$ cat config.mk
export PLATFORM = sky130hd
export DESIGN_NAME = mlane_spi_master
export DESIGN_NICKNAME = d
export VERILOG_FILES = /design/src/rtl/mlane_spi_master.sv
export SDC_FILE = /design/constraint.sdc
export NUM_CORES = 1
export LEC_CHECK = 0
export BUFFER_PORTS_ARGS = -buffer_cell sky130_fd_sc_hd__buf_2
export CAP_MARGIN = 20
export CORE_MARGIN = 10
export CORE_UTILIZATION = 36
export CTS_CLUSTER_DIAMETER = 80
export DETAILED_ROUTE_END_ITERATION = 6
export MAX_ROUTING_LAYER = met4
export SYNTH_ARGS = -nofsm -noshare
export SYNTH_HDL_FRONTEND = slang
export SYNTH_SLANG_ARGS = --single-unit
$ cat constraint.sdc
create_clock -name clk -period 1.8 [get_ports clk]
set_clock_uncertainty 0.05 [all_clocks]
set_input_delay 0.18 -clock clk [delete_from_list [all_inputs] [get_ports clk]]
set_output_delay 0.18 -clock clk [all_outputs]
set_load 0.005 [all_outputs]
$ cat src/rtl/mlane_spi_master.sv
module mlane_spi_master #(
  parameter int LANES = 6,
  parameter int WIDTH = 16,
  parameter int DIV   = 20
) (
  input  logic                   clk,
  input  logic                   rst_n,
  input  logic                   start,
  input  logic [LANES*WIDTH-1:0] tx_words,
  input  logic [LANES-1:0]       miso,
  output logic                   sclk,
  output logic                   cs_n,
  output logic [LANES-1:0]       mosi,
  output logic                   busy,
  output logic                   done,
  output logic [LANES*WIDTH-1:0] rx_words
);
  localparam int PER   = (DIV < 4) ? 4 : DIV + (DIV % 2);
  localparam int HALF  = PER / 2;
  localparam int NSLOT = 2 * WIDTH + 3;
  localparam int CW    = $clog2(PER);
  localparam int SW    = $clog2(NSLOT);

  logic [CW-1:0]          cnt;
  logic [SW-1:0]          slot;
  logic [LANES*WIDTH-1:0] tx_sh;
  logic [LANES*WIDTH-1:0] rx_sh;
  logic [LANES-1:0]       mosi_q;

  wire last_cnt  = cnt == CW'(PER - 1);
  wire wr_slot   = slot >= SW'(1) && slot <= SW'(WIDTH);
  wire fill_slot = slot == SW'(WIDTH + 1);
  wire rd_slot   = slot >= SW'(WIDTH + 2) && slot <= SW'(2 * WIDTH + 1);

  assign sclk = busy && (wr_slot || fill_slot || rd_slot) && cnt >= CW'(HALF);
  assign cs_n = !busy;
  assign mosi = mosi_q;

  always_ff @(posedge clk) begin
    if (!rst_n) begin
      busy     <= 1'b0;
      done     <= 1'b0;
      cnt      <= '0;
      slot     <= '0;
      tx_sh    <= '0;
      rx_sh    <= '0;
      mosi_q   <= '0;
      rx_words <= '0;
    end else begin
      done <= 1'b0;
      if (!busy) begin
        if (start) begin
          busy  <= 1'b1;
          cnt   <= '0;
          slot  <= '0;
          tx_sh <= tx_words;
        end
      end else begin
        cnt <= last_cnt ? '0 : cnt + CW'(1);
        if (last_cnt) begin
          if (slot == SW'(NSLOT - 1)) begin
            busy     <= 1'b0;
            done     <= 1'b1;
            rx_words <= rx_sh;
          end else begin
            slot <= slot + SW'(1);
          end
        end
        if (cnt == '0 && wr_slot) begin
          for (int l = 0; l < LANES; l++) begin
            mosi_q[l]                 <= tx_sh[l*WIDTH + WIDTH-1];
            tx_sh[l*WIDTH +: WIDTH]   <= tx_sh[l*WIDTH +: WIDTH] << 1;
          end
        end
        if (cnt == '0 && fill_slot) mosi_q <= '0;
        if (cnt == CW'(PER - 2) && rd_slot) begin
          for (int l = 0; l < LANES; l++)
            rx_sh[l*WIDTH +: WIDTH] <= {rx_sh[l*WIDTH +: WIDTH-1], miso[l]};
        end
      end
    end
  end

  p_idle_quiet_r1: assert property (@(posedge clk) disable iff (!rst_n)
    cs_n |-> (!sclk && mosi == '0));
  p_launch_r2: assert property (@(posedge clk) disable iff (!rst_n)
    $rose(busy) |-> $past(start));
  p_high_min_r4: assert property (@(posedge clk) disable iff (!rst_n)
    $rose(sclk) |=> sclk);
  p_mosi_hold_r5: assert property (@(posedge clk) disable iff (!rst_n)
    $fell(sclk) |-> $stable(mosi));
  p_done_end_r9: assert property (@(posedge clk) disable iff (!rst_n)
    done |-> (!busy && $past(busy)));
  p_done_pulse_r9: assert property (@(posedge clk) disable iff (!rst_n)
    done |=> !done);
endmodule

==> impl_metrics.py, run 1 <==
metrics = {
    "status": {
        "status": "finished, violations left",
        "failing_checks": "negative setup slack",
    },
    "detailed_routing": {
        "drt.antenna.violating_nets": 0,
        "wirelength_um": 35400,
        "drc_violation_count_after_routing": 0,
        "first_iteration_detailed_routing_drc_count": 474,
        "detail_route.wl_per_cell_um": 18.4,
        "vias": 10056,
        "firstDrtPassIters": 4,
        "avgViaCountPerCell": 5.23,
    },
    "sta": {
        "period_share": 1.26,
        "hold_viol": 0,
        "worst_slack_setup_final_ns": -0.473,
        "setup_viol": 187,
        "rsz_0062_raised_after_global_routing": "true",
        "fmax_mhz": 440,
        "slew_headroom": 0.691,
        "max_slew_violations": 0,
        "timing_worst_slew_pin_value_ns": 0.461,
        "finalWorstPathRequiredPeriod_ns": 2.27,
    },
    "grt": {
        "globalRoute.totalOverflow": 0,
        "antenna_violations_before_repair": 2,
        "grt_first_pass_wirelength_um": 56200,
        "first_global_vias": 10190,
        "largest_net_degree_at_the_start_of_global_routing": 72,
        "grtUsageTotal": 0.169,
    },
    "synthesis": {
        "postSynthAreaPerCell_um2": 10.8,
        "synth.lib_cells_used.distinct": 55,
        "synth_edf_count": 0,
        "syn-num-nets": 1225,
        "synth-seq-area-share": 0.511,
        "yosys.area.top_type_share": 0.511,
        "postSynthRegisterBits": 307,
        "yosys_warnings": 0,
        "mappedNetlistArea_mm2": 0.0120,
        "ys_async_sr_fraction": 0,
        "cells_taking_the_most_area_after_synthesis": "dfxtp_1 51%, mux2i_1 16%, a22o_1 7.0%, o211ai_1 5.7%, o31ai_1 5.6%",
        "dominantRegCellSynth": "dfxtp_1",
        "synth_top_area_cell": "dfxtp_1",
        "synthesized_instance_count": 1113,
    },
    "die": {
        "floorplan.die_area_mm2": 0.0412,
        "horizontal_die_dimension_um": 203,
        "initial_core_util": 0.367,
        "fp.coreArea_mm2": 0.0328,
        "chipHeight_um": 203,
        "boundaryPins": 211,
        "std_cell_rows": 66,
    },
    "setup_path": {
        "worst_path_max_delay_cell": "or4b_4",
        "endpoint_kind": "output port",
        "critical_path_class": "reg -> out",
        "cp_max_stage_delay_ns": 0.46,
        "path_cells": "inv_4, ha_4, buf_6, or4b_4, o311a_1, buf_2",
        "cp_data_arrival_time_ns": 2.04,
        "regToRegSetupSlack_ns": -0.21,
        "critical_path_required_ns": 1.57,
        "crit_path_max_fanout": 4,
        "critPathLaunchType": "flip-flop",
    },
    "power": {
        "power.clock.fraction": 0.438,
        "power_mw": 15.0,
        "power.switching_fraction": 0.238,
        "p_switching_mw": 3.57,
        "p_comb_frac": 0.092,
        "power.density_mw_per_mm2": 884,
        "power_frac_seq": 0.470,
        "total_leakage_power_nw": 6.73,
        "power.ir.vdd_worst_v": 0.000521,
        "p_int_mw": 11.4,
    },
    "finish": {
        "fin_nets": 1569,
        "area_growth_syn_to_layout_pct": 40.7,
        "fillers": 2898,
        "finish.utilization": 0.517,
        "final_layout_size_suffix_gt1_frac": 0.277,
        "final-instance-count-excl-fill": 1923,
    },
    "clocking": {
        "cts-root-buf": "clkbuf_16",
        "cts.reportedPaths.clkPinSlew_ns": 0.05,
        "htree_levels": 2,
        "tritoncts_num_sinks": 307,
        "clock_latency_ns": 0.51,
        "tritoncts": "done",
        "cts_buffers": 35,
        "clock_path_buffers": 3,
    },
    "place": {
        "dp.final_hpwl_um": 21200,
        "globalplace.congestion": 0.803,
        "post-place-cells": 1725,
        "portBuffers": 210,
    },
    "min_path": {
        "min-delay-path-class": "in -> reg",
    },
    "flow_run": {
        "maxCapViolCount": 0,
    },
}
==> cell families after synthesis <==
group,share of synthesized area
DFF,0.511
and+or+nand+nor,0.0635
AOI/OAI and AO/OA,0.211
muxes,0.155
buffers and inverters,0.0499
adders and majority gates,0.00728
xor gates and xnor gates,0.00218
==> routing by layer <==
metal  vias up  part of all wire  GRT usage
met1      4861              0.45      0.213
li1       4892                 -          -
met2       233              0.48      0.270
met4         0             0.028     0.0597
met5         -                 0          -
met3        70             0.042     0.0275
==> cell usage after synthesis, types with 2 or more instances <==
library cell	count
a22o_1	96
ha_1	7
a211oi_1	3
nand2_1	111
nand3_1	16
nor2b_1	2
o22ai_1	2
dfxtp_1	307
o221a_2	7
a21oi_2	2
o21ai_0	14
nor3_1	2
inv_1	9
o211ai_1	91
clkbuf_1	53
o31ai_1	90
xnor2_1	3
buf_4	11
buf_6	6
nor2_1	9
nand4_1	5
buf_2	42
mux2i_1	187
and2_1	2
a21oi_1	6
==> registers in the layout, indices dropped and copies added, names as in the netlist <==
signal and flops:
rx_sh 96, rx_words 96, tx_sh 96, mosi 6
slot 6, cnt 5, busy 1, done 1
==> through the flow <==
stage               worst slack (ns)  setup TNS (ns)  hold WS [ns]  cell area (µm²)
floorplan                    0.00466               0         0.260            12000
global placement             -0.0721           -7.73         0.353            14000
detailed placement            -0.101          -10.21         0.365            14000
CTS                           -0.507          -24.32       0.00469            16800
global route                  -0.530          -39.12        0.0202            16900
finish                        -0.473          -19.21        0.0228            16900
==> power by group through the flow <==
stage	sequential [mW]	clock (mW)	combinational, mW
4_1_cts	7.04	6.76	1.39
3_5_place_dp	7.19	0	1.05
6_report	7.04	6.56	1.38
5_1_grt	7.05	7.04	1.49
2_1_floorplan	7.16	0	0.650
3_3_place_gp	7.18	0	1.03
==> layout by cell type, fill, tap and decap left out, types with 6 or more instances in the layout <==
cell	netlist	layout
clkbuf_16	0	37
buf_16	0	16
o221a_2	7	6
nand3_1	16	16
inv_1	9	7
buf_6	6	13
nand2_1	111	111
o211ai_1	91	91
clkbuf_1	53	8
nor2_1	9	9
dfxtp_1	307	302
mux2i_1	187	187
dlygate4sd3_1	0	99
buf_4	11	44
o21ai_0	14	14
buf_2	42	209
o31ai_1	90	90
buf_12	0	33
a22o_1	96	96
==> what timing repair did <==
action	CTS	global route
setup buffers	18	4
gates resized for setup	52	13
hold endpoints to repair	99	0
gates cloned	17	2
hold buffers	99	0
endpoints found under the setup margin	188	289
pin swaps	12	15
==> cell type report <==
| cell class | count | area, µm² | area share |
|---|---|---|---|
| Inverter | 10 | 40.0 | 0.00236 |
| Clock inverter | 12 | 82.6 | 0.00488 |
| Clock buffer | 47 | 961 | 0.0567 |
| Multi-Input combinational cell | 683 | 5400 | 0.319 |
| Sequential cell | 307 | 6160 | 0.364 |
| Timing Repair Buffer | 420 | 3740 | 0.221 |
| Tap cell | 442 | 553 | 0.0327 |
| Antenna cell | 2 | 5.00 | 0.000295 |
==> worst paths after layout <==
path | startpoint | end | cells past startpoint
setup / recovery | slot[0] | sclk | 6
hold / removal | start | cnt[1] | 3
setup reg to reg | slot[0] | rx_words[39] | 12
hold reg to reg | rx_sh[16] | rx_words[16] | 1
==> worst max-delay path: cells and delay by family (launching register included) <==
kind	cells	cell delay, ns
adder cells (fa/ha/maj)	1	0.14
buffers and inverters	3	0.30
flip-flops	1	0.36
AO/OA/AOI/OAI	1	0.29
AND/OR/NAND/NOR	1	0.46
Power figures use the tool's default switching activity.
==> inputs of run 2 (changes only) <==
--- a/config.mk
+++ b/config.mk
@@ -9,9 +9,11 @@
 export CAP_MARGIN = 20
 export CORE_MARGIN = 10
 export CORE_UTILIZATION = 36
+export CTS_BUF_LIST = sky130_fd_sc_hd__clkbuf_8
 export CTS_CLUSTER_DIAMETER = 80
 export DETAILED_ROUTE_END_ITERATION = 6
 export MAX_ROUTING_LAYER = met4
+export SLEW_MARGIN = 20
 export SYNTH_ARGS = -nofsm -noshare
 export SYNTH_HDL_FRONTEND = slang
 export SYNTH_SLANG_ARGS = --single-unit
==> run 2 against run 1 <==
The run still ends with negative setup slack left; combinational power rose by 20%; clock power fell by 2%; via count rose by 4.5%; largest power group unchanged; largest cell class unchanged; first-iteration DRC count fell by 2.1%; highest routed layer unchanged; setup slack got worse by 0.067 ns; flip-flop and latch count did not move; cell area rose by 7.6%; worst hold slack improved by 0.048 ns; maximum frequency fell by 2.9%; sequential share of layout area fell by 2.6 points; critical path depth did not move; register-to-register slack got worse by 0.11 ns.
==> impl_metrics.py, run 2 (synthesis results as in run 1) <==
metrics = {
    "grt": {
        "grt_first_pass_wirelength_um": 57800,
        "first_global_vias": 10501,
        "globalRoute.totalOverflow": 0,
        "antenna_violations_before_repair": 0,
        "largest_net_degree_at_the_start_of_global_routing": 72,
        "grtUsageTotal": 0.174,
    },
    "sta": {
        "finalWorstPathRequiredPeriod_ns": 2.34,
        "timing_worst_slew_pin_value_ns": 0.467,
        "fmax_mhz": 427,
        "timing.setup.tns_ns": -40.14,
        "period_share": 1.30,
        "hold_viol": 0,
        "rsz_0062_raised_after_global_routing": "true",
        "worst_slack_setup_final_ns": -0.541,
        "slew_headroom": 0.687,
        "max_slew_violations": 0,
        "setup_viol": 218,
    },
    "setup_path": {
        "crit_path_max_fanout": 4,
        "worst-path-buf-inv": 3,
        "critical_path.reg2reg.endpoint": "tx_sh[55]",
        "regToRegSetupSlack_ns": -0.32,
        "ff2ff_path_depth": 10,
        "cp_max_stage_delay_ns": 0.46,
        "endpoint_kind": "output port",
        "path_cells": "inv_4, ha_4, buf_4, or4b_4, o311a_1, buf_2",
        "worst_path_top_cell_family_by_delay": "simple AND/OR/NAND/NOR gates",
        "r2r_start": "slot[0]",
        "cp_data_arrival_time_ns": 2.11,
        "critical_path_class": "reg -> out",
        "critical_path_required_ns": 1.57,
        "worst_path_max_delay_cell": "or4b_4",
        "critPathLaunchType": "flip-flop",
    },
    "detailed_routing": {
        "drc_violation_count_after_routing": 0,
        "drt.antenna.violating_nets": 0,
        "firstDrtPassIters": 5,
        "avgViaCountPerCell": 5.21,
        "detail_route.wl_per_cell_um": 19.5,
        "vias": 10509,
        "first_iteration_detailed_routing_drc_count": 464,
        "wirelength_um": 39200,
    },
    "finish": {
        "layout_common_cells": "303 x dfxtp_1, 209 x buf_2, 186 x mux2i_1",
        "final_common_cell": "dfxtp_1",
        "multi_input_area_mm2": 0.00538,
        "fin_nets": 1651,
        "antenna_cells_inserted": 0,
        "final_design_area_excluding_fillers_mm2": 0.0182,
        "final_layout_size_suffix_gt1_frac": 0.317,
        "fillers": 2745,
        "largest_registers": "rx_sh x96, rx_words x96, tx_sh x96",
        "area_growth_syn_to_layout_pct": 51.3,
        "ff_latch_area_mm2": 0.00616,
    },
    "clocking": {
        "cts-root-buf": "clkbuf_8",
        "htree_levels": 2,
        "clock_path_buffers": 3,
        "clock_latency_ns": 0.58,
        "cts_buffers": 51,
        "cts.reportedPaths.clkPinSlew_ns": 0.06,
        "tritoncts": "done",
        "tritoncts_num_sinks": 307,
    },
    "power": {
        "power.density_mw_per_mm2": 829,
        "power.ir.vdd_worst_v": 0.000694,
        "total_leakage_power_nw": 7.43,
        "power_mw": 15.1,
    },
    "die": {
        "horizontal_die_dimension_um": 203,
        "chipHeight_um": 203,
        "initial_core_util": 0.367,
        "fp.coreArea_mm2": 0.0328,
        "boundaryPins": 211,
        "floorplan.die_area_mm2": 0.0412,
        "std_cell_rows": 66,
    },
    "status": {
        "status": "finished, violations left",
        "failing_checks": "negative setup slack",
    },
    "place": {
        "globalplace.congestion": 0.803,
        "dp.final_hpwl_um": 21200,
        "portBuffers": 210,
        "dpl_cell_area_mm2": 0.0140,
    },
    "flow_run": {
        "maxCapViolCount": 0,
    },
    "min_path": {
        "min_path_cells": 4,
        "timing.hold.worst.start": "rst_n",
        "min_delay_worst_endpoint": "rx_sh[80]",
        "min-delay-path-class": "in -> reg",
    },
}
-- run 2: power breakdown --
part,internal [mW],switching (mW)
clock network,3.56,2.84
logic,0.892,0.771
registers,6.95,0.0881
total,11.4,3.70
-- run 2: what timing repair did --
action | 4_1_cts | 5_1_grt
endpoints found under the setup margin | 196 | 297
hold buffers | 103 | 0
gates resized for setup | 60 | 38
gates cloned | 26 | 26
hold endpoints to repair | 104 | 0
pin swaps | 37 | 89
buffers inserted | 27 | 25
-- run 2: metal layers --
| metal | vias to the layer above | GRT usage | wire [µm] |
|---|---|---|---|
| met4 | 0 | 0.0530 | 819 |
| met2 | 265 | 0.284 | 19400 |
| li1 | 5069 | - | - |
| met1 | 5108 | 0.217 | 17400 |
| met3 | 67 | 0.0310 | 1650 |
| met5 | - | - | 0 |
-- run 2: cell type report --
type                       instances  area share
clock inverter                    20     0.00707
tap                              442      0.0304
multi-input combinational        683       0.296
sequential                       307       0.338
clock buffer                      69      0.0521
inverter                          10     0.00220
timing repair buffer             486       0.275
-- run 2: worst max-delay path by stage --
stage | startpoint | end | slack (ns) | cells past startpoint
floorplan | slot[1] | tx_sh[63] | 0.005 | 7
global placement | slot[0] | rx_words[15] | -0.07 | 9
detailed placement | slot[0] | rx_words[23] | -0.10 | 9
CTS | slot[0] | sclk | -0.59 | 6
global route | slot[1] | sclk | -0.63 | 7
finish | slot[0] | sclk | -0.54 | 6
-- run 2: through the flow --
step	hold slack (ns)	util	setup slack, ns	instances
final	0.0705	0.556	-0.541	2017
after CTS	0.0396	0.528	-0.590	1968
after global routing	0.0762	0.556	-0.633	2017
after floorplan	0.260	-	0.00466	1113
after global placement	0.353	0.426	-0.0721	1725
after detailed placement	0.365	0.426	-0.101	1725
-- run 2: worst min-delay path, cell delays in order --
cell and delay, ns:
buf_6 0.11, buf_12 0.18, nand2_1 0.10, mux2i_1 0.06
